==> src/rtl/sdram_init_pkg.sv <==
package sdram_init_pkg;

    // Command encoding as {cs_n, ras_n, cas_n, we_n}
    typedef enum logic [3:0] {
        CMD_MRS = 4'b0000,
        CMD_REF = 4'b0001,
        CMD_PRE = 4'b0010,
        CMD_NOP = 4'b0111
    } cmd_t;

    typedef enum logic [2:0] {
        PH_WAIT,
        PH_PRE,
        PH_GAP_PRE,
        PH_MRS,
        PH_GAP_MRS,
        PH_REF,
        PH_GAP_REF,
        PH_DONE
    } phase_t;

    function automatic int max4(input int a, input int b, input int c, input int d);
        int m;
        m = a;
        if (b > m) m = b;
        if (c > m) m = c;
        if (d > m) m = d;
        return m;
    endfunction

    function automatic int at_least(input int v, input int floor_v);
        return (v < floor_v) ? floor_v : v;
    endfunction

endpackage

==> src/rtl/sdram_init_timer.sv <==
module sdram_init_timer #(
    parameter int CNT_W   = 8,
    parameter int RST_VAL = 0
) (
    input  logic             clk,
    input  logic             rst,
    input  logic             load,
    input  logic [CNT_W-1:0] load_val,
    output logic             zero
);
    logic [CNT_W-1:0] cnt;

    always_ff @(posedge clk) begin
        if (rst)
            cnt <= CNT_W'(RST_VAL);
        else if (load)
            cnt <= load_val;
        else if (cnt != '0)
            cnt <= cnt - 1'b1;
    end

    assign zero = (cnt == '0);
endmodule

==> src/rtl/sdram_init_fsm.sv <==
module sdram_init_fsm
    import sdram_init_pkg::*;
#(
    parameter int CNT_W     = 8,
    parameter int TRP       = 2,
    parameter int TMRD      = 2,
    parameter int TRC       = 7,
    parameter int REF_TOTAL = 8
) (
    input  logic             clk,
    input  logic             rst,
    input  logic             zero,
    output logic             load,
    output logic [CNT_W-1:0] load_val,
    output phase_t           phase
);
    localparam int REF_W = $clog2(REF_TOTAL + 1);

    phase_t           nxt;
    logic [REF_W-1:0] ref_seen;

    always_comb begin
        nxt      = phase;
        load     = 1'b0;
        load_val = '0;
        unique case (phase)
            PH_WAIT:    if (zero) nxt = PH_PRE;
            PH_PRE: begin
                nxt      = PH_GAP_PRE;
                load     = 1'b1;
                load_val = CNT_W'(TRP - 1);
            end
            PH_GAP_PRE: if (zero) nxt = PH_MRS;
            PH_MRS: begin
                nxt      = PH_GAP_MRS;
                load     = 1'b1;
                load_val = CNT_W'(TMRD - 1);
            end
            PH_GAP_MRS: if (zero) nxt = PH_REF;
            PH_REF: begin
                nxt      = PH_GAP_REF;
                load     = 1'b1;
                load_val = CNT_W'(TRC - 1);
            end
            PH_GAP_REF: if (zero) nxt = (ref_seen == REF_W'(REF_TOTAL)) ? PH_DONE : PH_REF;
            PH_DONE:    nxt = PH_DONE;
            default:    nxt = PH_WAIT;
        endcase
    end

    always_ff @(posedge clk) begin
        if (rst) begin
            phase    <= PH_WAIT;
            ref_seen <= '0;
        end else begin
            phase <= nxt;
            if (phase == PH_REF)
                ref_seen <= ref_seen + 1'b1;
        end
    end
endmodule

==> src/rtl/sdram_init_drv.sv <==
module sdram_init_drv
    import sdram_init_pkg::*;
#(
    parameter int ADDR_W = 11,
    parameter int DQM_W  = 4,
    parameter int AP_BIT = 8
) (
    input  phase_t            phase,
    input  logic [ADDR_W-1:0] mode_word,
    output logic              mem_cke,
    output logic              mem_cs_n,
    output logic              mem_ras_n,
    output logic              mem_cas_n,
    output logic              mem_we_n,
    output logic              mem_ba,
    output logic [ADDR_W-1:0] mem_addr,
    output logic [DQM_W-1:0]  mem_dqm,
    output logic              init_done
);
    cmd_t cmd;

    always_comb begin
        cmd      = CMD_NOP;
        mem_addr = '0;
        unique case (phase)
            PH_PRE: begin
                cmd              = CMD_PRE;
                mem_addr[AP_BIT] = 1'b1;
            end
            PH_MRS: begin
                cmd      = CMD_MRS;
                mem_addr = mode_word;
            end
            PH_REF:  cmd = CMD_REF;
            default: cmd = CMD_NOP;
        endcase
    end

    assign {mem_cs_n, mem_ras_n, mem_cas_n, mem_we_n} = cmd;
    assign init_done = (phase == PH_DONE);
    assign mem_cke   = 1'b1;
    assign mem_ba    = 1'b0;
    assign mem_dqm   = init_done ? '0 : '1;
endmodule

==> src/rtl/sdram_init_seq.sv <==
module sdram_init_seq
    import sdram_init_pkg::*;
#(
    parameter int ADDR_W    = 11,
    parameter int DQM_W     = 4,
    parameter int AP_BIT    = 8,
    parameter int INIT_WAIT = 20000,
    parameter int TRP       = 3,
    parameter int TMRD      = 2,
    parameter int TRC       = 7,
    parameter int NUM_REF   = 8
) (
    input  logic              clk,
    input  logic              rst,
    input  logic [ADDR_W-1:0] mode_word,
    output logic              mem_cke,
    output logic              mem_cs_n,
    output logic              mem_ras_n,
    output logic              mem_cas_n,
    output logic              mem_we_n,
    output logic              mem_ba,
    output logic [ADDR_W-1:0] mem_addr,
    output logic [DQM_W-1:0]  mem_dqm,
    output logic              init_done
);
    localparam int REF_TOTAL = at_least(NUM_REF, 8);
    localparam int CNT_MAX   = max4(INIT_WAIT, TRP, TMRD, TRC);
    localparam int CNT_W     = $clog2(CNT_MAX + 1);

    logic             t_load;
    logic             t_zero;
    logic [CNT_W-1:0] t_val;
    phase_t           phase;

    sdram_init_timer #(
        .CNT_W  (CNT_W),
        .RST_VAL(INIT_WAIT - 1)
    ) u_timer (
        .clk     (clk),
        .rst     (rst),
        .load    (t_load),
        .load_val(t_val),
        .zero    (t_zero)
    );

    sdram_init_fsm #(
        .CNT_W    (CNT_W),
        .TRP      (TRP),
        .TMRD     (TMRD),
        .TRC      (TRC),
        .REF_TOTAL(REF_TOTAL)
    ) u_fsm (
        .clk     (clk),
        .rst     (rst),
        .zero    (t_zero),
        .load    (t_load),
        .load_val(t_val),
        .phase   (phase)
    );

    sdram_init_drv #(
        .ADDR_W(ADDR_W),
        .DQM_W (DQM_W),
        .AP_BIT(AP_BIT)
    ) u_drv (
        .phase    (phase),
        .mode_word(mode_word),
        .mem_cke  (mem_cke),
        .mem_cs_n (mem_cs_n),
        .mem_ras_n(mem_ras_n),
        .mem_cas_n(mem_cas_n),
        .mem_we_n (mem_we_n),
        .mem_ba   (mem_ba),
        .mem_addr (mem_addr),
        .mem_dqm  (mem_dqm),
        .init_done(init_done)
    );
endmodule

==> config.mk <==
export PLATFORM = sky130hd
export DESIGN_NAME = sdram_init_seq
export DESIGN_NICKNAME = d
export VERILOG_FILES = /design/src/rtl/sdram_init_pkg.sv /design/src/rtl/sdram_init_timer.sv /design/src/rtl/sdram_init_fsm.sv /design/src/rtl/sdram_init_drv.sv /design/src/rtl/sdram_init_seq.sv
export SDC_FILE = /design/constraint.sdc
export NUM_CORES = 1
export LEC_CHECK = 0
export BUFFER_PORTS_ARGS = -buffer_cell sky130_fd_sc_hd__buf_2
export CORE_ASPECT_RATIO = 1.2
export CORE_MARGIN = 4
export CORE_UTILIZATION = 46
export DETAILED_ROUTE_END_ITERATION = 8
export PLACE_DENSITY = 0.72
export SYNTH_ARGS = -nofsm -noshare
export SYNTH_HDL_FRONTEND = slang
export SYNTH_SLANG_ARGS = --single-unit
==> constraint.sdc <==
create_clock -name clk -period 1.95 [get_ports clk]
set_input_delay 0.39 -clock clk [delete_from_list [all_inputs] [get_ports clk]]
set_output_delay 0.39 -clock clk [all_outputs]
set_load 0.02 [all_outputs]
==> run_results.csv <==
group,metric,value,unit
outcome,status,"finished clean",
drt,drt_wl_total,3.30,mm
critical_path,slowest_stage,"or4b_4",
yosys,ys_warn_count,0,
power_and_ir_drop,p_leak,0.711,nW
grt,grt_max_degree,17,
clocking,cts_buffers,3,
drt,routedWlPerCell,14.5,um
grt,antenna_found_initial,0,
drt,dr_wl_met3,189,um
timing,slew_violations,0,
grt,overflow,0,
placed_design,dp_hpwl,2.39,mm
placed_design,io_buffers,31,
drt,vias,1297,
critical_path,cp-start-kind,"flop",
timing,fin_setup_tns,0,ps
drt,routed-wl-met2,1.61,mm
yosys,ys_async_sr_fraction,0,%
timing,fin_crit,1890,ps
clocking,holdBufCountCts,0,
layout,fin_util,60.8,%
timing,post-route-period-util,97.0,%
timing,setup_viol,0,
clocking,clockBufferDepth,2,
drt,vias_per_cell,5.71,
critical_path,required,2210,ps
drt,first_pass_iters,4,
timing,finalHoldViolCount,0,
drt,drt_iter0_drc,43,
layout,drive_gt1_share,34.0,%
yosys,synth-edff-count,0,
hold_path,hold_class,"flop to flop",
grt,grt_pass1_vias,1258,
clocking,insertion_delay,300,ps
critical_path,cp-end-kind,"flop",
die,ioPinCount,35,
critical_path,worst-path-buf-inv,1,
yosys,synth_cell_types,42,
critical_path,worstRegToRegCells,6,
drt,postRouteAntennaNets,0,
critical_path,path_depth,6,
clocking,cts.sinks,22,
power_and_ir_drop,irDropWorstVdd,353,uV
clocking,cts_tree,"done",
critical_path,slowest_delay,500,ps
hold_path,hold-path-cell-count,2,
critical_path,path_cells,"inv_2 > ha_4 > or4b_4 > or3_1 > nor4_1 > a311o_1",
placed_design,place.gp.congestion,0.952,
drt,top_layer,"met4",
layout,final_nets,211,
yosys,syn_area,1300,um2
timing,setup_ws,59.4,ps
clocking,clk_pin_slew,120,ps
critical_path,critical-path-top-delay-family,"simple AND/OR/NAND/NOR gates",
die,die_h,66.3,um
critical_path,path_class,"flop to flop",
layout,area_growth,22.6,%
clocking,h-tree-depth,1,
timing,rsz0062_at_grt,"no",
yosys,synth-seq-area-share,33.8,%
placed_design,dp_slack,49.7,ps
job,cap_violations,0,
clocking,clock_tree.root_cell,"clkbuf_4",
critical_path,cp_data_arrival_time,2150,ps
die,row_count,20,
grt,grt_pass1_wl,5.56,mm
critical_path,crit_fanout,3,
drt,drc,0,
timing,skew,1.12,ps
power_and_ir_drop,power_density,482,nW/um2
layout,antenna_cells,0,
yosys,ys.flop_type,"dfxtp_1",
die,start_util,49.6,%
timing,max_freq,529,MHz
die,core_area,2630,um2
die,dieWidth,56.6,um
yosys,syn_area_per_cell,8.14,um2
die,die_area,3750,um2
grt,gr-usage-all-layers,18.5,%
yosys,ys_ff_latch,22,
drt,met1_length,1.44,mm
yosys,synthCells,160,
-- state kept, by name, summed over array words and instances, names as in the netlist --
signal	count
u_timer.cnt	15
u_fsm.phase	3
u_fsm.ref_seen	4
-- layout make-up --
cell class | instances | area (um2)
repair buffers | 43 | 245
well taps | 33 | 41.3
multi-input cells | 111 | 778
fillers | 261 | 1030
flip-flops and latches | 22 | 443
inverters | 14 | 52.6
clock buffers | 4 | 36.3
-- synthesized netlist by cell type (3+ instances only) --
library cell	n	share of area (%)
nand2_1	8	2.3
mux2i_1	3	2.3
dfxtp_1	22	34
nor2b_1	3	1.4
and3_1	10	4.8
a21oi_1	9	3.5
nor3_1	5	1.9
nand3_1	6	2.3
or2_2	4	1.9
inv_1	14	4.0
clkbuf_1	5	1.4
nor2_1	7	2.0
nand4_1	3	1.4
nor4_1	5	2.4
buf_4	7	4.0
ha_1	3	2.9
o21ai_0	7	2.7
or3_1	5	2.4
-- layout by cell type, fill, tap and decap left out, types with 3 or more instances in the layout --
cell type,Yosys,layout
a21oi_1,9,8
and3_1,10,10
buf_2,2,31
buf_4,7,12
clkbuf_4,0,3
conb_1,2,3
dfxtp_1,22,20
inv_1,14,12
mux2i_1,3,3
nand2_1,8,8
nand3_1,6,6
nand4_1,3,3
nor2_1,7,7
nor3_1,5,5
nor4_1,5,4
o21ai_0,7,7
or2_2,4,4
or3_1,5,5
or4_4,1,3
-- power by group --
part / internal, mW / switching (mW) / leakage (nW)
Sequential: 0.456 / 0.00695 / 0.178
Clock: 0.114 / 0.136 / 0.0210
Combinational: 0.0255 / 0.0315 / 0.512
-- metal layers --
metal | global-route usage, % | vias to the layer above
li1 | - | 638
met1 | 21.3 | 605
met2 | 32.7 | 48
met3 | 3.13 | 6
met4 | 9.20 | 0
met5 | 0 | -
-- cells by family after synthesis --
family                     Yosys count  share of synthesized area [%]
and+or+nand+nor                     68                           31.6
DFF                                 22                           33.8
muxes                                3                           2.31
adders and majority gates            3                           2.88
xor gates and xnor gates             3                           2.02
buffers and inverters               28                           10.3
other                                2                          0.577
AOI/OAI and AO/OA                   31                           16.5
-- stage by stage --
stage	cells	power (mW)	area, um2	hold WS (ps)
CTS	226	0.776	1540	453
floorplan	161	0.502	1310	446
detailed placement	222	0.522	1500	464
finish	227	0.769	1600	477
global placement	222	0.518	1500	463
global route	227	0.811	1600	470
-- worst min-delay path: stages, from the launching register on --
cell and delay (ps):
dfxtp_1 340, nand2_1 50, o21ai_0 60
-- worst paths after layout --
path,start,end,slack (ps)
setup / recovery,u_timer.cnt[1],u_timer.cnt[10],60
hold / removal,u_timer.cnt[14],u_timer.cnt[14],480
setup reg to reg,u_timer.cnt[1],u_timer.cnt[10],60
hold reg to reg,u_timer.cnt[14],u_timer.cnt[14],480
-- what timing repair did --
action	in CTS	in global routing
buffers inserted	0	1
gates resized for setup	1	12
pin swaps	0	2
endpoints found under the setup margin	7	8
endpoints found under the hold margin	0	0
gates cloned	0	0
Power figures use the tool's default switching activity.
